File: src/rtl/tk_pkg.sv
package tk_pkg;
  localparam int REG_NUM = 8;
  localparam int IDX_W   = $clog2(REG_NUM);

  localparam logic [IDX_W-1:0] IDX_CTRL  = 3'd0;
  localparam logic [IDX_W-1:0] IDX_SEC   = 3'd1;
  localparam logic [IDX_W-1:0] IDX_MIN   = 3'd2;
  localparam logic [IDX_W-1:0] IDX_HOUR  = 3'd3;
  localparam logic [IDX_W-1:0] IDX_DAY   = 3'd4;
  localparam logic [IDX_W-1:0] IDX_DATE  = 3'd5;
  localparam logic [IDX_W-1:0] IDX_MONTH = 3'd6;
  localparam logic [IDX_W-1:0] IDX_YEAR  = 3'd7;

  typedef struct packed {
    logic [REG_NUM-1:0] wrSel;
    logic               rdReq;
    logic               rdHit;
    logic [IDX_W-1:0]   rdIdx;
    logic               tickGo;
  } tkStrobe_t;

  function automatic logic [7:0] fieldMask(input logic [IDX_W-1:0] idx);
    case (idx)
      IDX_MIN:   return 8'h7F;
      IDX_HOUR:  return 8'hBF;
      IDX_DAY:   return 8'h47;
      IDX_DATE:  return 8'h3F;
      IDX_MONTH: return 8'h1F;
      default:   return 8'hFF;
    endcase
  endfunction

  function automatic logic [7:0] resetVal(input logic [IDX_W-1:0] idx);
    case (idx)
      IDX_SEC:   return 8'h80;
      IDX_DAY:   return 8'h01;
      IDX_DATE:  return 8'h01;
      IDX_MONTH: return 8'h01;
      default:   return 8'h00;
    endcase
  endfunction

  function automatic logic [7:0] bcdInc(input logic [7:0] v);
    if (v[3:0] >= 4'd9) return {v[7:4] + 4'd1, 4'd0};
    return {v[7:4], v[3:0] + 4'd1};
  endfunction

  function automatic logic isLeap(input logic [7:0] yr);
    if (!yr[4]) return (yr[3:0] == 4'd0) || (yr[3:0] == 4'd4) || (yr[3:0] == 4'd8);
    return (yr[3:0] == 4'd2) || (yr[3:0] == 4'd6);
  endfunction

  function automatic logic [5:0] lastDate(input logic [4:0] mon, input logic [7:0] yr);
    case (mon)
      5'h02: return isLeap(yr) ? 6'h29 : 6'h28;
      5'h04, 5'h06, 5'h09, 5'h11: return 6'h30;
      default: return 6'h31;
    endcase
  endfunction
endpackage

File: src/rtl/tk_ctrl.sv
module tk_ctrl
  import tk_pkg::*;
#(
  parameter int ADDR_W = 11,
  parameter logic [ADDR_W-1:0] BASE_ADDR = 11'h7F8
) (
  input  logic              clk,
  input  logic              rstN,
  input  logic [ADDR_W-1:0] addr,
  input  logic              wrEn,
  input  logic              rdEn,
  input  logic              secTick,
  input  logic              stopBit,
  output tkStrobe_t         strb
);
  localparam int TAG_W = ADDR_W - IDX_W;

  logic             bankHit;
  logic [IDX_W-1:0] regIdx;

  always_comb begin
    bankHit     = addr[ADDR_W-1:IDX_W] == BASE_ADDR[ADDR_W-1:IDX_W];
    regIdx      = addr[IDX_W-1:0];
    strb.wrSel  = (wrEn && bankHit) ? (REG_NUM'(1) << regIdx) : '0;
    strb.rdReq  = rdEn;
    strb.rdHit  = bankHit;
    strb.rdIdx  = regIdx;
    strb.tickGo = secTick && !stopBit;
  end

  AST_SEL_ONEHOT: assert property (@(posedge clk) disable iff (!rstN)
    $onehot0(strb.wrSel));

  AST_NO_STRAY_WRITE: assert property (@(posedge clk) disable iff (!rstN)
    (!wrEn || addr[ADDR_W-1:IDX_W] != BASE_ADDR[ADDR_W-1:IDX_W]) |-> (strb.wrSel == '0));

  logic [TAG_W-1:0] unusedTag;
  assign unusedTag = '0;
endmodule

File: src/rtl/tk_datapath.sv
module tk_datapath
  import tk_pkg::*;
(
  input  logic       clk,
  input  logic       rstN,
  input  tkStrobe_t  strb,
  input  logic [7:0] wrData,
  output logic [7:0] rdData,
  output logic [7:0] ctrlByte,
  output logic       stopBit,
  output logic       kickBit,
  output logic       testBit
);
  logic [REG_NUM-1:0][7:0] regFile;
  logic [REG_NUM-1:0][7:0] nextVal;
  logic [REG_NUM-1:0]      advEn;
  logic [IDX_W-1:0]        rdIdxQ;

  logic       secWrap, minWrap, hourWrap, dayWrap, dateWrap, monWrap, yearWrap;
  logic [7:0] secInc, minInc, hourInc, dateInc, monInc, yearInc;
  logic [5:0] dateLimit;

  always_comb begin
    secInc   = bcdInc({1'b0, regFile[IDX_SEC][6:0]});
    minInc   = bcdInc({1'b0, regFile[IDX_MIN][6:0]});
    hourInc  = bcdInc({2'b0, regFile[IDX_HOUR][5:0]});
    dateInc  = bcdInc({2'b0, regFile[IDX_DATE][5:0]});
    monInc   = bcdInc({3'b0, regFile[IDX_MONTH][4:0]});
    yearInc  = bcdInc(regFile[IDX_YEAR]);
    dateLimit = lastDate(regFile[IDX_MONTH][4:0], regFile[IDX_YEAR]);

    secWrap  = regFile[IDX_SEC][6:0]   >= 7'h59;
    minWrap  = regFile[IDX_MIN][6:0]   >= 7'h59;
    hourWrap = regFile[IDX_HOUR][5:0]  >= 6'h23;
    dayWrap  = regFile[IDX_DAY][2:0]   >= 3'd7;
    dateWrap = regFile[IDX_DATE][5:0]  >= dateLimit;
    monWrap  = regFile[IDX_MONTH][4:0] >= 5'h12;
    yearWrap = regFile[IDX_YEAR]       >= 8'h99;

    nextVal[IDX_CTRL]  = regFile[IDX_CTRL];
    nextVal[IDX_SEC]   = {regFile[IDX_SEC][7], secWrap ? 7'h00 : secInc[6:0]};
    nextVal[IDX_MIN]   = {1'b0, minWrap ? 7'h00 : minInc[6:0]};
    nextVal[IDX_HOUR]  = {regFile[IDX_HOUR][7], 1'b0, hourWrap ? 6'h00 : hourInc[5:0]};
    nextVal[IDX_DAY]   = {1'b0, regFile[IDX_DAY][6], 3'b0,
                          dayWrap ? 3'd1 : regFile[IDX_DAY][2:0] + 3'd1};
    nextVal[IDX_DATE]  = {2'b0, dateWrap ? 6'h01 : dateInc[5:0]};
    nextVal[IDX_MONTH] = {3'b0, monWrap ? 5'h01 : monInc[4:0]};
    nextVal[IDX_YEAR]  = yearWrap ? 8'h00 : yearInc;

    // carry chain: a written register neither takes nor passes a carry
    advEn[IDX_CTRL]  = 1'b0;
    advEn[IDX_SEC]   = strb.tickGo && !strb.wrSel[IDX_SEC];
    advEn[IDX_MIN]   = advEn[IDX_SEC] && secWrap && !strb.wrSel[IDX_MIN];
    advEn[IDX_HOUR]  = advEn[IDX_MIN] && minWrap && !strb.wrSel[IDX_HOUR];
    advEn[IDX_DAY]   = advEn[IDX_HOUR] && hourWrap && !strb.wrSel[IDX_DAY];
    advEn[IDX_DATE]  = advEn[IDX_HOUR] && hourWrap && !strb.wrSel[IDX_DATE];
    advEn[IDX_MONTH] = advEn[IDX_DATE] && dateWrap && !strb.wrSel[IDX_MONTH];
    advEn[IDX_YEAR]  = advEn[IDX_MONTH] && monWrap && !strb.wrSel[IDX_YEAR];
  end

  always_ff @(posedge clk or negedge rstN) begin
    if (!rstN) begin
      for (int k = 0; k < REG_NUM; k++) regFile[k] <= resetVal(IDX_W'(k));
    end else begin
      for (int k = 0; k < REG_NUM; k++) begin
        if (strb.wrSel[k])  regFile[k] <= wrData & fieldMask(IDX_W'(k));
        else if (advEn[k])  regFile[k] <= nextVal[k];
      end
    end
  end

  always_ff @(posedge clk or negedge rstN) begin
    if (!rstN) begin
      rdData <= 8'h00;
      rdIdxQ <= '0;
    end else if (strb.rdReq) begin
      rdData <= strb.rdHit ? regFile[strb.rdIdx] : 8'h00;
      rdIdxQ <= strb.rdIdx;
    end
  end

  assign ctrlByte = regFile[IDX_CTRL];
  assign stopBit  = regFile[IDX_SEC][7];
  assign kickBit  = regFile[IDX_HOUR][7];
  assign testBit  = regFile[IDX_DAY][6];

  logic [55:0] timeWord;
  assign timeWord = regFile[REG_NUM-1:1];

  AST_HALT_FREEZES: assert property (@(posedge clk) disable iff (!rstN)
    (regFile[IDX_SEC][7] && strb.wrSel == '0) |=> $stable(timeWord));

  AST_SEC_ROLLOVER: assert property (@(posedge clk) disable iff (!rstN)
    (strb.tickGo && !strb.wrSel[IDX_SEC] && regFile[IDX_SEC][6:0] == 7'h59)
    |=> (regFile[IDX_SEC][6:0] == 7'h00));

  AST_WRITE_WINS: assert property (@(posedge clk) disable iff (!rstN)
    strb.wrSel[IDX_MIN] |=> (regFile[IDX_MIN] == ($past(wrData) & 8'h7F)));

  AST_RESERVED_ZERO: assert property (@(posedge clk) disable iff (!rstN)
    (rdData & ~fieldMask(rdIdxQ)) == 8'h00);
endmodule

File: src/rtl/bcd_timekeeper.sv
module bcd_timekeeper
  import tk_pkg::*;
#(
  parameter int ADDR_W = 11,
  parameter logic [ADDR_W-1:0] BASE_ADDR = 11'h7F8
) (
  input  logic              clk,
  input  logic              rstN,
  input  logic              secTick,
  input  logic [ADDR_W-1:0] addr,
  input  logic              wrEn,
  input  logic              rdEn,
  input  logic [7:0]        wrData,
  output logic [7:0]        rdData,
  output logic              stopOut,
  output logic              kickStart,
  output logic              freqTest,
  output logic [4:0]        calValue,
  output logic              calSign,
  output logic              ctlRead,
  output logic              ctlWrite
);
  tkStrobe_t  strb;
  logic [7:0] ctrlByte;

  tk_ctrl #(.ADDR_W(ADDR_W), .BASE_ADDR(BASE_ADDR)) i_ctrl (
    .clk(clk), .rstN(rstN), .addr(addr), .wrEn(wrEn), .rdEn(rdEn),
    .secTick(secTick), .stopBit(stopOut), .strb(strb)
  );

  tk_datapath i_datapath (
    .clk(clk), .rstN(rstN), .strb(strb), .wrData(wrData), .rdData(rdData),
    .ctrlByte(ctrlByte), .stopBit(stopOut), .kickBit(kickStart), .testBit(freqTest)
  );

  assign calValue = ctrlByte[4:0];
  assign calSign  = ctrlByte[5];
  assign ctlRead  = ctrlByte[6];
  assign ctlWrite = ctrlByte[7];
endmodule

File: config.mk
export PLATFORM = sky130hd
export DESIGN_NAME = bcd_timekeeper
export DESIGN_NICKNAME = d
export VERILOG_FILES = /design/src/rtl/tk_pkg.sv /design/src/rtl/tk_ctrl.sv /design/src/rtl/tk_datapath.sv /design/src/rtl/bcd_timekeeper.sv
export SDC_FILE = /design/constraint.sdc
export NUM_CORES = 1
export LEC_CHECK = 0
export BUFFER_PORTS_ARGS = -buffer_cell sky130_fd_sc_hd__buf_2
export CAP_MARGIN = 30
export CORE_ASPECT_RATIO = 1.4
export CORE_MARGIN = 3
export CORE_UTILIZATION = 29
export DETAILED_ROUTE_END_ITERATION = 12
export HOLD_SLACK_MARGIN = 0.05
export PLACE_DENSITY = 0.53
export SLEW_MARGIN = 20
export SYNTH_ARGS = -nofsm -noshare
export SYNTH_HDL_FRONTEND = slang
export SYNTH_SLANG_ARGS = --single-unit
File: constraint.sdc
create_clock -name clk -period 4 [get_ports clk]
set_input_delay 0.2 -clock clk [delete_from_list [all_inputs] [get_ports clk]]
set_output_delay 0.2 -clock clk [all_outputs]
set_load 0.02 [all_outputs]
==> impl_metrics.toml <==
[grt]
overflow = 0
grt_pass1_wl_mm = 21.9
grt_pass1_vias = 4029
antenna_found_initial = 0
grt_use_total = 0.164
grt_max_degree = 34

[place]
postPlaceCellArea_sq_um = 4820
place.gp.congestion = 0.846
dp_hpwl_mm = 10.4
port-buffer-count = 42

[cells_and_area]
insertedDiodeCount = 0
area_growth_pct = 15.0
stdcell_area_sq_um = 5130
nets = 592
fillers = 1548
drive_gt1_frac = 0.188

[die]
die_h_um = 153
dieArea_sq_um = 16900
start_util = 0.297
num_rows = 53
ios = 43
die_w_um = 111
core_area_sq_um = 15100

[synthesis]
yosysTopAreaCellShare = 0.319
ys.flop_type = "dfrtp_1"
synth_area_leader_cell = "dfrtp_1"
synth_nets = 558
synthTopCellsByArea = "dfrtp_1 (32%), ha_1 (9.8%), o21ai_0 (4.4%), mux4_2 (4.0%), nand2_1 (3.6%)"
synth_cell_type_count = 70
ys_seq_area_frac = 0.343
postSynth.asyncResetShare = 1.00
synth_edf_count = 0
synth_area_sq_um = 4470
syn_area_per_cell_sq_um = 8.95
ys_ff_latch = 61
ys_warn_count = 0
syn_inst = 499

[worst_setup_path]
cp-start-kind = "flip-flop"
crit_chain = "inv_1, ha_1, nand2_1, o22ai_1, a2111oi_0, a31oi_1, ha_1, nor4b_1, o22a_2, nor4_4, nand3_2, or4_1, a31oi_1"
cpPeakStageDelay_ns = 0.54
crit_slowest_cell = "or4_1"
path_buf_inv = 1
worstPathRequired_ns = 4.26
critPathMaxFanout = 8
crit_family = "simple AND/OR/NAND/NOR gates"
crit_type = "reg -> reg"
cp.arrival_ns = 3.89
cp-end-kind = "flip-flop"

[cts]
cts_made_buffers = 9
clk_path_buf_depth = 2
clock_latency_ns = 0.34
cts_tree = "done"
clock-sinks = 61
post_cts_buffers = 0
cts_resized = 0
cts_hold_buf = 1
clkTransAtPathRegs_ns = 0.05
cts_max_level = 3
root_buffer = "clkbuf_16"

[power_and_ir_drop]
p_clk_frac = 0.454
power_frac_comb = 0.136
vdd_drop_max_uv = 243
swShare = 0.279
power.switching_uw = 489
p_leak_uw = 0.00236
powerDensity_nw_per_um2 = 341
internal_power_uw = 1260
p_seq_frac = 0.410

[timing]
maxSlewViolCount = 0
rsz0062_at_grt = "no"
clock_skew_ns = 0.00634
timing.slew.headroom = 0.445
fin_crit_ns = 3.63
max_freq_mhz = 275
hold_viol_final = 0
setup_viol = 0
worst_pin_slew_ns = 0.832
tns_ns = 0
fin_crit_sh = 0.908

[routing]
vias_per_cell = 5.42
via_count = 3953
first_pass_iters = 4
drt_iter0_markers = 210
wirelength_mm = 13.6
wl_per_cell_um = 18.7
ant_nets = 0
remaining_drc_errors = 0

[run]
drv_cap = 0

[outcome]
status = "finished, final reports clean"

[min_path]
hold_class = "in -> reg"
cells by family (layout without fill, tap and decap cells):
group | after synthesis | in the layout | synth area share
AO/OA/AOI/OAI | 122 | 122 | 0.175
XOR/XNOR | 2 | 2 | 0.00392
adder cells (fa/ha/maj) | 35 | 35 | 0.0981
buffers and inverters | 65 | 103 | 0.0633
flip-flops | 61 | 61 | 0.343
multiplexers | 34 | 34 | 0.102
AND/OR/NAND/NOR | 180 | 180 | 0.214
synthesized netlist by cell type (all sizes together) (8+ instances only):
library cell,n
a21oi,18
a31oi,15
buf,18
clkbuf,8
dfrtp,57
ha,35
inv,39
mux2,13
mux2i,13
mux4,8
nand2,44
nand3,21
nor2,43
nor3,15
o21ai,41
o22ai,9
worst register-to-register path, cell delays in order, from the launching register on:
cell and delay (ns):
dfrtp_1 0.45, inv_1 0.12, ha_1 0.21, nand2_1 0.06
o22ai_1 0.08, a2111oi_0 0.48, a31oi_1 0.08, ha_1 0.30
nor4b_1 0.05, o22a_2 0.30, nor4_4 0.49, nand3_2 0.25
or4_1 0.54, a31oi_1 0.16
sequential cells by signal (all words and copies together), names as in the netlist:
name and count:
i_datapath.ctrlByte 8, i_datapath.kickBit 1, i_datapath.rdData 8, i_datapath.regFile 42, i_datapath.stopBit 1, i_datapath.testBit 1
routing by layer:
| layer | share of wire | wire length [um] | GRT usage | vias to the layer above |
|---|---|---|---|---|
| met3 | 0.032 | 429 | 0.0218 | 37 |
| li1 | - | - | - | 1897 |
| met5 | 0 | 0 | 0 | - |
| met1 | 0.39 | 5280 | 0.185 | 1919 |
| met2 | 0.53 | 7190 | 0.293 | 100 |
| met4 | 0.052 | 707 | 0.101 | 0 |
placed cells by master, fill, tap and decap left out, types with 7 or more instances in the layout:
cell / instances
mux2i_1: 13
inv_1: 39
a21oi_1: 18
o22ai_1: 9
ha_1: 35
or3_1: 7
mux2_2: 13
nand3_1: 20
clkbuf_16: 9
nor2_1: 43
mux4_2: 8
buf_2: 42
a31oi_1: 15
nand2_1: 43
o21ai_0: 39
dfrtp_1: 57
nor3_1: 14
nand4_1: 7
per-stage QoR:
| step | total power [uW] | hold WS [ns] | cells | worst slack, ns | utilization |
|---|---|---|---|---|---|
| 2_1_floorplan | 867 | -0.0956 | 499 | 0.839 | - |
| 3_3_place_gp | 960 | 0.350 | 713 | 0.525 | 0.321 |
| 3_5_place_dp | 966 | 0.342 | 713 | 0.423 | 0.321 |
| 4_1_cts | 1760 | 0.125 | 729 | 0.407 | 0.341 |
| 5_1_grt | 1830 | 0.135 | 729 | 0.130 | 0.341 |
| 6_report | 1750 | 0.115 | 729 | 0.367 | 0.341 |
cell type report:
type / count / area, sq um / area share
clock inverters: 4 / 47.5 / 0.00926
well taps: 192 / 240 / 0.0468
multi-input cells: 373 / 2650 / 0.516
clock buffers: 11 / 253 / 0.0492
repair buffers: 49 / 265 / 0.0517
inverters: 39 / 146 / 0.0285
flip-flops and latches: 61 / 1530 / 0.298
path summary, 6_finish.rpt:
path	to	from	slack [ns]	cells past startpoint
setup / recovery	i_datapath.regFile[59]	i_datapath.regFile[56]	0.37	13
setup reg to reg	i_datapath.regFile[59]	i_datapath.regFile[56]	0.37	13
hold reg to reg	i_datapath.stopBit	i_datapath.stopBit	0.49	2
min in group asynchronous	i_datapath.regFile[20]	rstN	0.51	2
hold / removal	i_datapath.stopBit	wrData[7]	0.11	3
max in group asynchronous	i_datapath.regFile[40]	rstN	2.55	3
power groups by stage:
stage          Sequential (uW)  Combinational [uW]  Clock [uW]
6_report                   717                 237         794
5_1_grt                    725                 268         835
4_1_cts                    717                 240         807
3_5_place_dp               728                 239           0
3_3_place_gp               726                 234           0
2_1_floorplan              703                 163           0
Note: power is estimated with default switching activity, not from simulation.
